**src/rtl/i2c_rx_slave.sv**
```systemverilog
module i2c_rx_slave #(
  parameter int AW = 7,
  parameter int DW = 8
) (
  input  logic          clk,
  input  logic          rst_n,
  input  logic          scl_in,
  input  logic          sda_in,
  output logic          scl_drive_low,
  output logic          sda_drive_low,
  input  logic [AW-1:0] own_addr,
  input  logic          stretch_en,
  input  logic          buf_rd,
  input  logic          rel_wr,
  input  logic          ovf_clr,
  input  logic          irq_clr,
  output logic [DW-1:0] rx_data,
  output logic          buf_full,
  output logic          overflow,
  output logic          irq
);
  localparam int CW = $clog2(DW + 2);
  localparam logic [CW-1:0] LAST = CW'(DW);
  localparam logic [CW-1:0] ACKC = CW'(DW + 1);

  typedef enum logic [1:0] {S_IDLE, S_ADDR, S_DATA, S_SKIP} st_t;

  logic [2:0]    scl_s, sda_s;
  st_t           st;
  logic [CW-1:0] bitcnt;
  logic [DW-1:0] shreg;
  logic          ckp, ack_q;

  wire scl_rise = scl_s[1] & ~scl_s[2];
  wire scl_fall = ~scl_s[1] & scl_s[2];
  wire start_c  = scl_s[1] & scl_s[2] & sda_s[2] & ~sda_s[1];
  wire stop_c   = scl_s[1] & scl_s[2] & ~sda_s[2] & sda_s[1];
  wire active   = (st == S_ADDR) || (st == S_DATA);
  wire addr_hit = (shreg[DW-1:DW-AW] == own_addr) && !shreg[0];

  assign scl_drive_low = ~ckp;
  assign sda_drive_low = ack_q;

  always_ff @(posedge clk) begin
    if (!rst_n) begin
      scl_s <= '1;
      sda_s <= '1;
    end else begin
      scl_s <= {scl_s[1:0], scl_in};
      sda_s <= {sda_s[1:0], sda_in};
    end
  end

  always_ff @(posedge clk) begin
    if (!rst_n) begin
      st       <= S_IDLE;
      bitcnt   <= '0;
      shreg    <= '0;
      ckp      <= 1'b1;
      ack_q    <= 1'b0;
      rx_data  <= '0;
      buf_full <= 1'b0;
      overflow <= 1'b0;
      irq      <= 1'b0;
    end else begin
      if (buf_rd)  buf_full <= 1'b0;
      if (ovf_clr) overflow <= 1'b0;
      if (irq_clr) irq      <= 1'b0;
      if (rel_wr)  ckp      <= 1'b1;
      if (start_c || stop_c) begin
        st     <= start_c ? S_ADDR : S_IDLE;
        bitcnt <= '0;
        ack_q  <= 1'b0;
        ckp    <= 1'b1;
      end else if (active && scl_rise) begin
        if (bitcnt < LAST) shreg <= {shreg[DW-2:0], sda_s[1]};
        if (bitcnt <= LAST) bitcnt <= bitcnt + 1'b1;
      end else if (active && scl_fall) begin
        if (bitcnt == LAST) begin
          if (st == S_ADDR) begin
            if (addr_hit) ack_q <= 1'b1;
            else st <= S_SKIP;
          end else if (buf_full) begin
            overflow <= 1'b1;
          end else begin
            rx_data  <= shreg;
            buf_full <= 1'b1;
            ack_q    <= 1'b1;
          end
        end else if (bitcnt == ACKC) begin
          ack_q  <= 1'b0;
          irq    <= 1'b1;
          bitcnt <= '0;
          if (st == S_ADDR) st <= S_DATA;
          if (stretch_en && ack_q && buf_full && !buf_rd) ckp <= 1'b0;
        end
      end
    end
  end
endmodule


```
**config.mk**
```make
export PLATFORM = sky130hd
export DESIGN_NAME = i2c_rx_slave
export DESIGN_NICKNAME = d
export VERILOG_FILES = /design/src/rtl/i2c_rx_slave.sv
export SDC_FILE = /design/constraint.sdc
export NUM_CORES = 1
export LEC_CHECK = 0
export BUFFER_PORTS_ARGS = -buffer_cell sky130_fd_sc_hd__buf_2
export CORE_UTILIZATION = 43
export DETAILED_ROUTE_END_ITERATION = 12
export GPL_TIMING_DRIVEN = 0
export PLACE_DENSITY = 0.71
export SLEW_MARGIN = 5
export SYNTH_ARGS = -nofsm -noshare
export SYNTH_HDL_FRONTEND = slang
export SYNTH_SLANG_ARGS = --single-unit
```
**constraint.sdc**
```tcl
create_clock -name clk -period 1.91 [get_ports clk]
set_input_delay 0.2865 -clock clk [delete_from_list [all_inputs] [get_ports clk]]
set_output_delay 0.2865 -clock clk [all_outputs]
set_load 0.02 [all_outputs]
```
==> flow_summary.yaml <==
clock_tree:
  worstSkewPairLatency_ns: 0.33
  ctsHoldBuffers: 0
  h-tree-depth: 2
  clkTransAtPathRegs_ns: 0.10
  max-clock-path-buffers: 2
  cts_made_buffers: 5
  cts_setup_buffers: 0
  clockRootBuffer: "clkbuf_4"
  cts.sinks: 33
  cts_tree: "done"
  cts_resized: 0
sta:
  tightest_slew_ns: 0.669
  fin_tns_setup_ns: 0
  finalSetupViolCount: 0
  final_max_slew_viol_count: 0
  hold_viol: 0
  max_freq_mhz: 555
  fin_crit_sh: 0.944
  finalWorstSetupSlack_ns: 0.107
  rsz0062_at_grt: "false"
  maxSlewHeadroom: 0.552
  finalCriticalPeriod_ns: 1.80
  fin_skew_ns: 0.00768
logic_synthesis:
  netlist.area_leader.share: 0.436
  synth_fa_ha_area_frac: 0.0330
  ys_types: 43
  ys_seq_area_frac: 0.436
  synthCells: 161
  synth-compound-area-share: 0.135
  synth_seq_cells: 33
  synthSimpleGateAreaFrac: 0.242
  syn_nets: 181
  synthXorXnorAreaFrac: 0.0462
  synth_edf_count: 0
  synth.area.top_cells: "dfxtp_1, mux2i_1, nand2_1"
  post_synth.cell_area_avg_um2: 9.41
  synth_ff_type: "dfxtp_1"
  synth_top_family_by_area: "simple AND/OR/NAND/NOR gates"
  synthMuxAreaShare: 0.0669
  ys_warn_count: 0
  yosys.area.top_type: "dfxtp_1"
  yosys.cell_count.top_type: "dfxtp_1"
  synth_commonest_cells: "dfxtp_1, nand2_1, a21oi_1"
  ys_async_sr_fraction: 0
  synth_area_mm2: 0.00152
power:
  vdd_drop_max_v: 0.000318
  leakagePower_nw: 0.784
  powerDensity_mw_per_mm2: 676
floorplan:
  io_pins: 29
  die_h_um: 61.4
  fp-row-count: 21
  fp.dieW_um: 61.4
  start_util: 0.451
  coreArea_mm2: 0.00336
  die_area_mm2: 0.00377
global_route:
  track_usage: 0.171
  first_global_vias: 1043
  grt_antenna_before_repair: 0
  grt_pass1_wl_um: 4590
  grt_max_degree: 11
  grt_overflow: 0
placement:
  placed_area_mm2: 0.00171
  io_buffers: 27
  place_congestion: 0.788
  post-place-ws_ns: 0.111
  dp_hpwl_um: 2170
detailed_routing:
  ant_nets: 0
  vias_per_cell: 5.06
  drc: 0
  finalWirelength_um: 2970
  drtIter0Drc: 59
  wl_per_cell_um: 12.3
  vias: 1220
  dr.pass1.iters: 4
flow_run:
  cap_viol_max_count: 0
layout:
  area_delta_synth_final_pct: 16.4
  stdcell_area_mm2: 0.00176
  nets: 215
  drive_gt1_frac: 0.246
  antenna-diode-count: 0
  nFillCells: 333
worst_setup_path:
  path_class: "flop to flop"
  crit_chain: "inv_1 -> ha_1 -> nor4b_4 -> a21oi_4 -> a31o_1"
  startpoint_type: "flop"
  path_max_fanout: 10
  max_stage_delay_ns: 0.61
  crit_required_ns: 2.15
  reg2reg_slack_ns: 0.11
  crit_arrival_ns: 2.04
  crit_slowest_cell: "nor4b_4"
  worstSetupEndpointType: "flop"
hold_path:
  hold_path_class: "input port to flop"
status:
  status: "completed"
## cell usage in the layout, fill, tap and decap left out, drive strengths merged, types with 2 or more instances in the layout
| cell | n |
|---|---|
| nand3 | 5 |
| inv | 7 |
| nor2b | 2 |
| o21ai | 3 |
| buf | 30 |
| dfxtp | 33 |
| a32o | 2 |
| mux2i | 9 |
| a21oi | 13 |
| nor2 | 12 |
| xor2 | 3 |
| ha | 4 |
| xnor2 | 5 |
| clkbuf | 10 |
| nor3 | 4 |
| nand2 | 22 |
| nand2b | 10 |
| nand4 | 3 |
## cells by family after synthesis
group / count (synthesis)
muxes: 10
adders and majority gates: 4
and+or+nand+nor: 66
AOI/OAI and AO/OA: 27
buffers and inverters: 13
xor gates and xnor gates: 8
DFF: 33
## sequential cells by signal, summed over array words and instances, names as in the netlist
register       count
bitcnt             4
buf_full           1
ckp                1
irq                1
overflow           1
rx_data            8
scl_s              3
sda_drive_low      1
sda_s              3
shreg              8
st                 2
## routing by layer
layer | GRT usage | vias up | share of wire
li1 | - | 626 | -
met5 | 0 | - | 0
met3 | 0.0504 | 7 | 0.045
met1 | 0.212 | 558 | 0.46
met2 | 0.272 | 29 | 0.48
met4 | 0.0857 | 0 | 0.018
## area by class of cell
| class | instances | area [um2] | share of cell area |
|---|---|---|---|
| multi-input combinational | 115 | 793 | 0.450 |
| sequential | 33 | 661 | 0.375 |
| timing repair buffer | 27 | 135 | 0.0767 |
| tap | 46 | 57.6 | 0.0326 |
| clock buffer | 7 | 55.1 | 0.0312 |
| buffer | 6 | 35.0 | 0.0199 |
| inverter | 7 | 26.3 | 0.0149 |
## report_power, final
part           internal [mW]  switching [mW]
Clock                  0.174           0.220
Combinational         0.0403          0.0543
Sequential             0.696         0.00730
## critical path, delay by kind of cell (launching register included)
kind	cells	cell delay, ns
flip-flops	1	0.37
AND/OR/NAND/NOR	1	0.61
buffers and inverters	1	0.05
adder cells (fa/ha/maj)	1	0.35
AO/OA/AOI/OAI	2	0.33
## worst paths after layout
| check | cells past startpoint | start | end |
|---|---|---|---|
| max reg2reg | 5 | st[1] | bitcnt[0] |
| min reg2reg | 1 | sda_s[0] | sda_s[1] |
| min | 2 | scl_in | scl_s[0] |
| max | 5 | st[1] | bitcnt[0] |
## through the flow
stage | instances | util | hold WS (ns) | power [mW]
detailed placement | 234 | 0.508 | 0.395 | 0.813
floorplan | 161 | - | 0.386 | 0.783
finish | 241 | 0.524 | 0.132 | 1.19
global route | 241 | 0.524 | 0.106 | 1.25
global placement | 234 | 0.508 | 0.389 | 0.809
CTS | 241 | 0.524 | 0.121 | 1.21
Note: power is estimated with default switching activity, not from simulation.
